### config.mk
export PLATFORM = sky130hd
export DESIGN_NAME = spi_prog_target
export DESIGN_NICKNAME = d
export VERILOG_FILES = /design/src/rtl/spi_prog_pkg.sv /design/src/rtl/spi_prog_shifter.sv /design/src/rtl/spi_prog_mem.sv /design/src/rtl/spi_prog_target.sv
export SDC_FILE = /design/constraint.sdc
export NUM_CORES = 1
export LEC_CHECK = 0
export BUFFER_PORTS_ARGS = -buffer_cell sky130_fd_sc_hd__buf_4
export CAP_MARGIN = 20
export CORE_ASPECT_RATIO = 1.4
export CORE_MARGIN = 1.5
export CORE_UTILIZATION = 50
export DETAILED_ROUTE_END_ITERATION = 12
export GPL_TIMING_DRIVEN = 0
export MAX_ROUTING_LAYER = met4
export PLACE_DENSITY = 0.77
export SLEW_MARGIN = 10
export SYNTH_ARGS = -nofsm -noshare
export SYNTH_HDL_FRONTEND = slang
export SYNTH_SLANG_ARGS = --single-unit
### constraint.sdc
create_clock -name clk -period 8.4 [get_ports clk]
set_clock_uncertainty 0.1 [all_clocks]
set_input_delay 1.68 -clock clk [delete_from_list [all_inputs] [get_ports clk]]
set_output_delay 1.68 -clock clk [all_outputs]
set_load 0.02 [all_outputs]
### src/rtl/spi_prog_pkg.sv
package spi_prog_pkg;
  localparam logic [7:0] OP_ENTER   = 8'hAC;
  localparam logic [7:0] ENTER_KEY  = 8'h53;
  localparam logic [7:0] OP_LOAD_LO = 8'h40;
  localparam logic [7:0] OP_LOAD_HI = 8'h48;
  localparam logic [7:0] OP_COMMIT  = 8'h4C;
  localparam logic [7:0] OP_RD_LO   = 8'h20;
  localparam logic [7:0] OP_RD_HI   = 8'h28;
  localparam logic [7:0] OP_EE_RD   = 8'hA0;
  localparam logic [7:0] OP_EE_WR   = 8'hC0;
  localparam logic [7:0] OP_SIG     = 8'h30;
  localparam logic [7:0] OP_CFG_A   = 8'h50;
  localparam logic [7:0] OP_CFG_B   = 8'h58;

  typedef enum logic [2:0] {
    WR_NONE   = 3'd0,
    WR_LOAD   = 3'd1,
    WR_COMMIT = 3'd2,
    WR_EE     = 3'd3,
    WR_ERASE  = 3'd4
  } wr_kind_e;

  typedef struct packed {
    wr_kind_e    kind;
    logic        hi;
    logic [15:0] addr;
    logic [7:0]  data;
  } wr_req_t;
endpackage

### src/rtl/spi_prog_shifter.sv
module spi_prog_shifter (
  input  logic       clk,
  input  logic       rst,
  input  logic       sck,
  input  logic       mosi,
  input  logic       frame_clr,
  input  logic       tx_load,
  input  logic [7:0] tx_byte,
  output logic       miso,
  output logic       byte_done,
  output logic [1:0] byte_idx,
  output logic [7:0] rx_byte
);
  logic [2:0] sck_q;
  logic [1:0] mosi_q;
  logic [6:0] sh;
  logic [4:0] bit_cnt;
  logic [7:0] tx;
  logic       rise, fall;

  assign rise = sck_q[1] & ~sck_q[2];
  assign fall = ~sck_q[1] & sck_q[2];

  always_ff @(posedge clk) begin
    if (rst) begin
      sck_q  <= '0;
      mosi_q <= '0;
    end else begin
      sck_q  <= {sck_q[1:0], sck};
      mosi_q <= {mosi_q[0], mosi};
    end
  end

  always_ff @(posedge clk) begin
    if (rst) begin
      sh        <= '0;
      bit_cnt   <= '0;
      tx        <= '0;
      miso      <= 1'b0;
      byte_done <= 1'b0;
      byte_idx  <= '0;
      rx_byte   <= '0;
    end else begin
      byte_done <= 1'b0;
      if (frame_clr) begin
        bit_cnt <= '0;
        tx      <= '0;
        miso    <= 1'b0;
      end else begin
        if (rise) begin
          sh      <= {sh[5:0], mosi_q[1]};
          bit_cnt <= bit_cnt + 5'd1;
          if (bit_cnt[2:0] == 3'd7) begin
            byte_done <= 1'b1;
            byte_idx  <= bit_cnt[4:3];
            rx_byte   <= {sh, mosi_q[1]};
          end
        end
        if (tx_load) begin
          tx <= tx_byte;
        end else if (fall) begin
          miso <= tx[7];
          tx   <= {tx[6:0], 1'b0};
        end
      end
    end
  end
endmodule

### src/rtl/spi_prog_mem.sv
module spi_prog_mem
  import spi_prog_pkg::*;
#(
  parameter int PAGE_WORDS     = 8,
  parameter int PROG_PAGES     = 4,
  parameter int EE_DEPTH       = 16,
  parameter int FLASH_WAIT_CYC = 1000,
  parameter int EE_WAIT_CYC    = 1500,
  localparam int PAGE_AW = $clog2(PAGE_WORDS),
  localparam int PROG_AW = $clog2(PAGE_WORDS * PROG_PAGES),
  localparam int EE_AW   = $clog2(EE_DEPTH),
  localparam int FL_CW   = $clog2(FLASH_WAIT_CYC + 1),
  localparam int EE_CW   = $clog2(EE_WAIT_CYC + 1)
) (
  input  logic             clk,
  input  logic             rst,
  input  wr_req_t          wr,
  input  logic [15:0]      rd_addr,
  input  logic             rd_hi,
  output logic [7:0]       prog_q,
  output logic [7:0]       ee_q,
  output logic [FL_CW-1:0] fl_cnt,
  output logic [EE_CW-1:0] ee_cnt
);
  localparam int PROG_WORDS = PAGE_WORDS * PROG_PAGES;
  localparam int PG_W       = PROG_AW - PAGE_AW;

  logic [15:0]      prog_mem [PROG_WORDS];
  logic [7:0]       ee_mem   [EE_DEPTH];
  logic [15:0]      page_buf [PAGE_WORDS];
  logic [PG_W-1:0]  fl_page;
  logic [EE_AW-1:0] ee_busy_addr;
  logic [15:0]      prog_word;
  logic             unused_addr;

  assign unused_addr = ^{wr.addr, rd_addr};

  always_ff @(posedge clk) begin
    if (rst || wr.kind == WR_ERASE) begin
      for (int i = 0; i < PROG_WORDS; i++) prog_mem[i] <= 16'hFFFF;
      for (int i = 0; i < EE_DEPTH; i++)   ee_mem[i]   <= 8'hFF;
      for (int i = 0; i < PAGE_WORDS; i++) page_buf[i] <= 16'hFFFF;
    end else begin
      case (wr.kind)
        WR_LOAD: begin
          if (wr.hi) page_buf[wr.addr[PAGE_AW-1:0]][15:8] <= wr.data;
          else       page_buf[wr.addr[PAGE_AW-1:0]][7:0]  <= wr.data;
        end
        WR_COMMIT: begin
          for (int i = 0; i < PAGE_WORDS; i++) begin
            prog_mem[{wr.addr[PROG_AW-1:PAGE_AW], PAGE_AW'(i)}] <= page_buf[i];
            page_buf[i] <= 16'hFFFF;
          end
        end
        WR_EE:   ee_mem[wr.addr[EE_AW-1:0]] <= wr.data;
        default: ;
      endcase
    end
  end

  always_ff @(posedge clk) begin
    if (rst) begin
      fl_cnt       <= '0;
      ee_cnt       <= '0;
      fl_page      <= '0;
      ee_busy_addr <= '0;
    end else begin
      if (wr.kind == WR_COMMIT) begin
        fl_cnt  <= FL_CW'(FLASH_WAIT_CYC);
        fl_page <= wr.addr[PROG_AW-1:PAGE_AW];
      end else if (fl_cnt != '0) begin
        fl_cnt <= fl_cnt - 1'b1;
      end
      if (wr.kind == WR_EE) begin
        ee_cnt       <= EE_CW'(EE_WAIT_CYC);
        ee_busy_addr <= wr.addr[EE_AW-1:0];
      end else if (ee_cnt != '0) begin
        ee_cnt <= ee_cnt - 1'b1;
      end
    end
  end

  assign prog_word = prog_mem[rd_addr[PROG_AW-1:0]];
  assign prog_q = (fl_cnt != '0 && rd_addr[PROG_AW-1:PAGE_AW] == fl_page) ? 8'hFF :
                  (rd_hi ? prog_word[15:8] : prog_word[7:0]);
  assign ee_q   = (ee_cnt != '0 && rd_addr[EE_AW-1:0] == ee_busy_addr) ? 8'hFF :
                  ee_mem[rd_addr[EE_AW-1:0]];
endmodule

### src/rtl/spi_prog_target.sv
module spi_prog_target
  import spi_prog_pkg::*;
#(
  parameter int          PAGE_WORDS     = 8,
  parameter int          PROG_PAGES     = 4,
  parameter int          EE_DEPTH       = 16,
  parameter int          FLASH_WAIT_CYC = 1000,
  parameter int          EE_WAIT_CYC    = 1500,
  parameter logic [31:0] SIGNATURE      = 32'h0002971E,
  parameter logic [7:0]  LOCK_BYTE      = 8'hFF,
  parameter logic [7:0]  FUSE_LO        = 8'hE1,
  parameter logic [7:0]  FUSE_HI        = 8'h99,
  parameter logic [7:0]  FUSE_EXT       = 8'hFD
) (
  input  logic clk,
  input  logic rst,
  input  logic sck,
  input  logic mosi,
  input  logic prog_rst_n,
  output logic miso
);
  localparam int FL_CW = $clog2(FLASH_WAIT_CYC + 1);
  localparam int EE_CW = $clog2(EE_WAIT_CYC + 1);

  logic [1:0]       pr_q;
  logic             released;
  logic             byte_done, frame_done, prog_en;
  logic [1:0]       byte_idx;
  logic [7:0]       rx_byte, b1, b2, b3, resp, tx_byte, prog_q, ee_q;
  logic [FL_CW-1:0] fl_cnt;
  logic [EE_CW-1:0] ee_cnt;
  wr_req_t          wr;

  assign released   = pr_q[1];
  assign frame_done = byte_done && byte_idx == 2'd3;

  always_ff @(posedge clk) begin
    if (rst) pr_q <= 2'b11;
    else     pr_q <= {pr_q[0], prog_rst_n};
  end

  spi_prog_shifter shifter_i (
    .clk(clk), .rst(rst), .sck(sck), .mosi(mosi), .frame_clr(released),
    .tx_load(byte_done), .tx_byte(tx_byte), .miso(miso),
    .byte_done(byte_done), .byte_idx(byte_idx), .rx_byte(rx_byte)
  );

  always_ff @(posedge clk) begin
    if (rst) begin
      prog_en <= 1'b0;
      b1 <= '0;
      b2 <= '0;
      b3 <= '0;
    end else if (released) begin
      prog_en <= 1'b0;
    end else if (byte_done) begin
      case (byte_idx)
        2'd0: b1 <= rx_byte;
        2'd1: b2 <= rx_byte;
        2'd2: b3 <= rx_byte;
        default: if (b1 == OP_ENTER && b2 == ENTER_KEY) prog_en <= 1'b1;
      endcase
    end
  end

  always_comb begin
    resp = 8'h00;
    if (prog_en) begin
      case (b1)
        OP_RD_LO, OP_RD_HI: resp = prog_q;
        OP_EE_RD:           resp = ee_q;
        OP_SIG:             resp = SIGNATURE[{rx_byte[1:0], 3'b000} +: 8];
        OP_CFG_A: begin
          if (b2 == 8'h00)      resp = FUSE_LO;
          else if (b2 == 8'h08) resp = FUSE_EXT;
        end
        OP_CFG_B: begin
          if (b2 == 8'h00)      resp = LOCK_BYTE;
          else if (b2 == 8'h08) resp = FUSE_HI;
        end
        default: ;
      endcase
    end
  end

  always_comb begin
    case (byte_idx)
      2'd1:    tx_byte = rx_byte;
      2'd2:    tx_byte = resp;
      default: tx_byte = 8'h00;
    endcase
  end

  always_comb begin
    wr      = '0;
    wr.kind = WR_NONE;
    wr.hi   = b1[3];
    wr.addr = {b2, b3};
    wr.data = rx_byte;
    if (frame_done && prog_en) begin
      if (b1 == OP_ENTER && b2[7:5] == 3'b100) begin
        wr.kind = WR_ERASE;
      end else if (b1 == OP_LOAD_LO || b1 == OP_LOAD_HI) begin
        wr.kind = WR_LOAD;
        wr.addr = {9'd0, b3[6:0]};
      end else if (b1 == OP_COMMIT) begin
        wr.kind = WR_COMMIT;
      end else if (b1 == OP_EE_WR) begin
        wr.kind = WR_EE;
      end
    end
  end

  spi_prog_mem #(
    .PAGE_WORDS(PAGE_WORDS), .PROG_PAGES(PROG_PAGES), .EE_DEPTH(EE_DEPTH),
    .FLASH_WAIT_CYC(FLASH_WAIT_CYC), .EE_WAIT_CYC(EE_WAIT_CYC)
  ) mem_i (
    .clk(clk), .rst(rst), .wr(wr), .rd_addr({b2, rx_byte}), .rd_hi(b1[3]),
    .prog_q(prog_q), .ee_q(ee_q), .fl_cnt(fl_cnt), .ee_cnt(ee_cnt)
  );
endmodule

==> key figures <==
Outcome
  – Outcome: complete, no violations

Floorplanning
  – Die Height: 331 µm
  – Full die area: 78,300 µm²
  – Row cnt: 119
  – Initial Utilization: 50.8%
  – Core area: 75,500 µm²
  – I/O Pins: 6
  – Chip width: 237 µm

Yosys
  – Top-area cell type share of the netlist area: 60.2%
  – Syn Nets: between 2,000 and 3,000
  – YS warnings: 0
  – Ys async rst share: 0%
  – Most frequent cell after synthesis: edfxtp_1
  – Prevailing post-synth register cell: edfxtp_1
  – Synth area leaders: edfxtp_1, or2_2, mux4_2
  – Gate count after technology mapping: 2,668
  – Synthesized area per cell: 14.4 µm²
  – Post-synth EDFFs: between 700 and 800
  – Post-synthesis sequential area ratio: between 60% and 70%
  – Area leader, netlist: edfxtp_1
  – Count of different cell masters after synthesis: 68
  – Leading cell types by count after synthesis: edfxtp_1, or2_2, nand2b_1
  – Seq cells post-synth: 861
  – Synth Cell Area: 38,300 µm²

Setup path
  – Critical R2R Capture: mem_i.prog_mem[20][14]
  – Worst setup SP type: primary input
  – Critical Path Max Stage Delay: 910 ps
  – Crit Path Max Fanout: 52
  – Worst Setup EP: mem_i.prog_mem[20][14]
  – Crit end category: flip-flop
  – Critical Path Start: rst
  – FF-to-FF setup slack: 3490 ps
  – Critical path class: primary input to flip-flop
  – Reg2Reg Depth: 9
  – Worst path required time: about 8600 ps
  – R2R Path Start: shifter_i.byte_idx[1]
  – Slowest CP cell: clkbuf_1
  – Worst EP arrival: about 5400 ps
  – Worst-path cell chain: buf_4, a41oi_1, nand2_1, nor3b_1, clkbuf_1, nand2b_4, buf_16

Power and ir drop
  – Leakage power: 11.2 nW
  – Maximum vdd drop: 231 µV
  – Clk pwr share: 40.2%
  – Cell Pwr Density: a little over 200 nW/µm²
  – Comb power frac: 4.6%
  – P_sw: between 1.5 and 2 mW
  – Pint: approximately 6.8 mW
  – Sw frac: 22.2%
  – Register share of total power: 55.1%
  – Power Total: 8.69 mW

Place
  – Area after DPL: 39,900 µm²
  – # port buffers: 5
  – Post-DP HPWL: 90,200 µm
  – Dpl cells: 3,657
  – Gpl congestion: 1.03
  – Pre-CTS setup slack: 2840 ps

Drt
  – Pre-Repair DR Iteration Count: 6
  – Avg WL per Cell: approximately 34 µm
  – Via count: 24,700
  – Final WL: 129,000 µm
  – Post-route ant nets: 0
  – DRT iter0 DRCs: 3,823
  – Vias/cell: roughly 6.5
  – DRC violations left: 0

Clock tree
  – Post-CTS setup buffers: 0
  – Hold-fix buffers at CTS: 0
  – Clock Latency Late Sink: 670 ps
  – Root Driver: clkbuf_16
  – H-tree Lvls: 3
  – Post-cts resize count: 0
  – CTS tree: built
  – CTS Sinks: 861
  – TritonCTS Buffers: 78
  – CTS clk-pin slew, worst paths: 60 ps
  – Max clock buf depth: 3

STA
  – Post-route setup slack: 3280 ps
  – # setup viols final: 0
  – Max Slew Vio Count: 0
  – Hold Vio Cnt, Final: 0
  – RSZ-0062 raised after global routing: no
  – Hold slack: 312 ps
  – Final setup TNS: 0 ps
  – Final period util: about three fifths
  – Max Fclk: 195 MHz
  – Tmin final: a little over 5000 ps
  – Max-slew headroom at the worst pin: 14.8%
  – Slew @ Worst Pin: 1280 ps

Final layout
  – FILL cells: 5,802
  – Layout area overhead: 10.6%
  – Design area: 42,400 µm²
  – Core Util, Final: a little under three fifths
  – Layout cells sized above 1: 27.1%
  – Nets: approximately 2,800
  – Post-route insts no fill: 3,803

Global routing
  – Vias in the first global route: 24,400
  – Total track usage: 34.3%
  – Initial antenna violation count: 11
  – Largest net degree at the start of global routing: 62
  – First-pass GRT wire length: about 180,000 µm
  – Total gr overflow: 0

Worst hold path
  – Hold Crit Class: flip-flop to flip-flop
  – Hold Path Origin: pr_q[0]

Job
  – Maximum Capacitance Violations: 0
metal layers:
layer  track usage [%]  vias to the layer above  wire length [µm]
li1                  -                     9975                 -
met1              36.9                    12400             41300
met2              54.1                     1812             60800
met3              7.13                      567             13000
met4              30.5                        0             14300
met5                 -                        -                 0
kinds of logic (layout without fill, tap and decap cells):
| logic type | count (synthesis) | in the layout | synth area share (%) |
|---|---|---|---|
| muxes | 222 | 222 | 10.7 |
| DFF | 861 | 861 | 65.0 |
| adders and majority gates | 11 | 11 | 0.353 |
| and+or+nand+nor | 1157 | 1157 | 17.5 |
| other | 0 | 3 | 0 |
| buffers and inverters | 206 | 370 | 2.64 |
| AOI/OAI and AO/OA | 187 | 187 | 3.25 |
| xor gates and xnor gates | 24 | 24 | 0.549 |
sequential cells by signal, summed over array words and instances (netlist names), 4 cells and up, named ones only:
register and flops:
shifter_i.sh 7, mem_i.ee_cnt 11, b3 5, mem_i.fl_cnt 10, mem_i.page_buf 128, shifter_i.bit_cnt 5, b1 8, b2 8
shifter_i.tx 8, mem_i.ee_mem 128, mem_i.ee_busy_addr 4, shifter_i.rx_byte 8, mem_i.prog_mem 512
power by group through the flow:
stage          clock network (mW)  registers (mW)  logic [mW]
2_1_floorplan                   0            4.88       0.276
3_3_place_gp                    0            4.90       0.362
3_5_place_dp                    0            4.88       0.397
4_1_cts                      3.46            4.79       0.399
5_1_grt                      3.63            4.80       0.434
6_report                     3.50            4.79       0.403
area by class of cell:
type,instances,area [µm²],area share (%)
sequential,861,24900,58.8
antenna,3,7.51,0.0177
clock inverter,31,193,0.455
timing repair buffer,25,357,0.842
multi-input combinational,1601,12400,29.3
clock buffer,108,2220,5.25
tap,968,1210,2.86
inverter,18,67.6,0.160
buffer,188,943,2.23
layout by cell type (no fill, tap or decap), types with 16 or more instances in the layout:
cell type,netlist,final
inv_1,16,16
clkbuf_1,141,159
clkbuf_16,0,83
nand2_1,167,165
buf_4,10,18
mux2i_1,80,80
o21ai_0,26,26
nand2b_1,304,302
mux4_1,28,28
mux4_2,114,114
a21oi_1,69,69
nand3_1,65,65
or2_2,457,457
nor3_1,24,23
a221oi_1,24,23
nor2_1,51,51
edfxtp_1,768,768
dfxtp_1,93,93
buf_2,16,16
worst max-delay path, delay by kind of cell:
kind | cells | cell delay [ps]
AND/OR/NAND/NOR | 3 | 1670
buffers and inverters | 3 | 1390
AO/OA/AOI/OAI | 1 | 550
worst min path at each step:
stage | end | slack (ps) | depth (start not counted)
floorplan | pr_q[1] | 290 | 1
global placement | pr_q[1] | 300 | 1
detailed placement | pr_q[1] | 290 | 1
CTS | pr_q[1] | 320 | 1
global route | pr_q[1] | 340 | 1
finish | pr_q[1] | 310 | 1
Power figures use the tool's default switching activity.
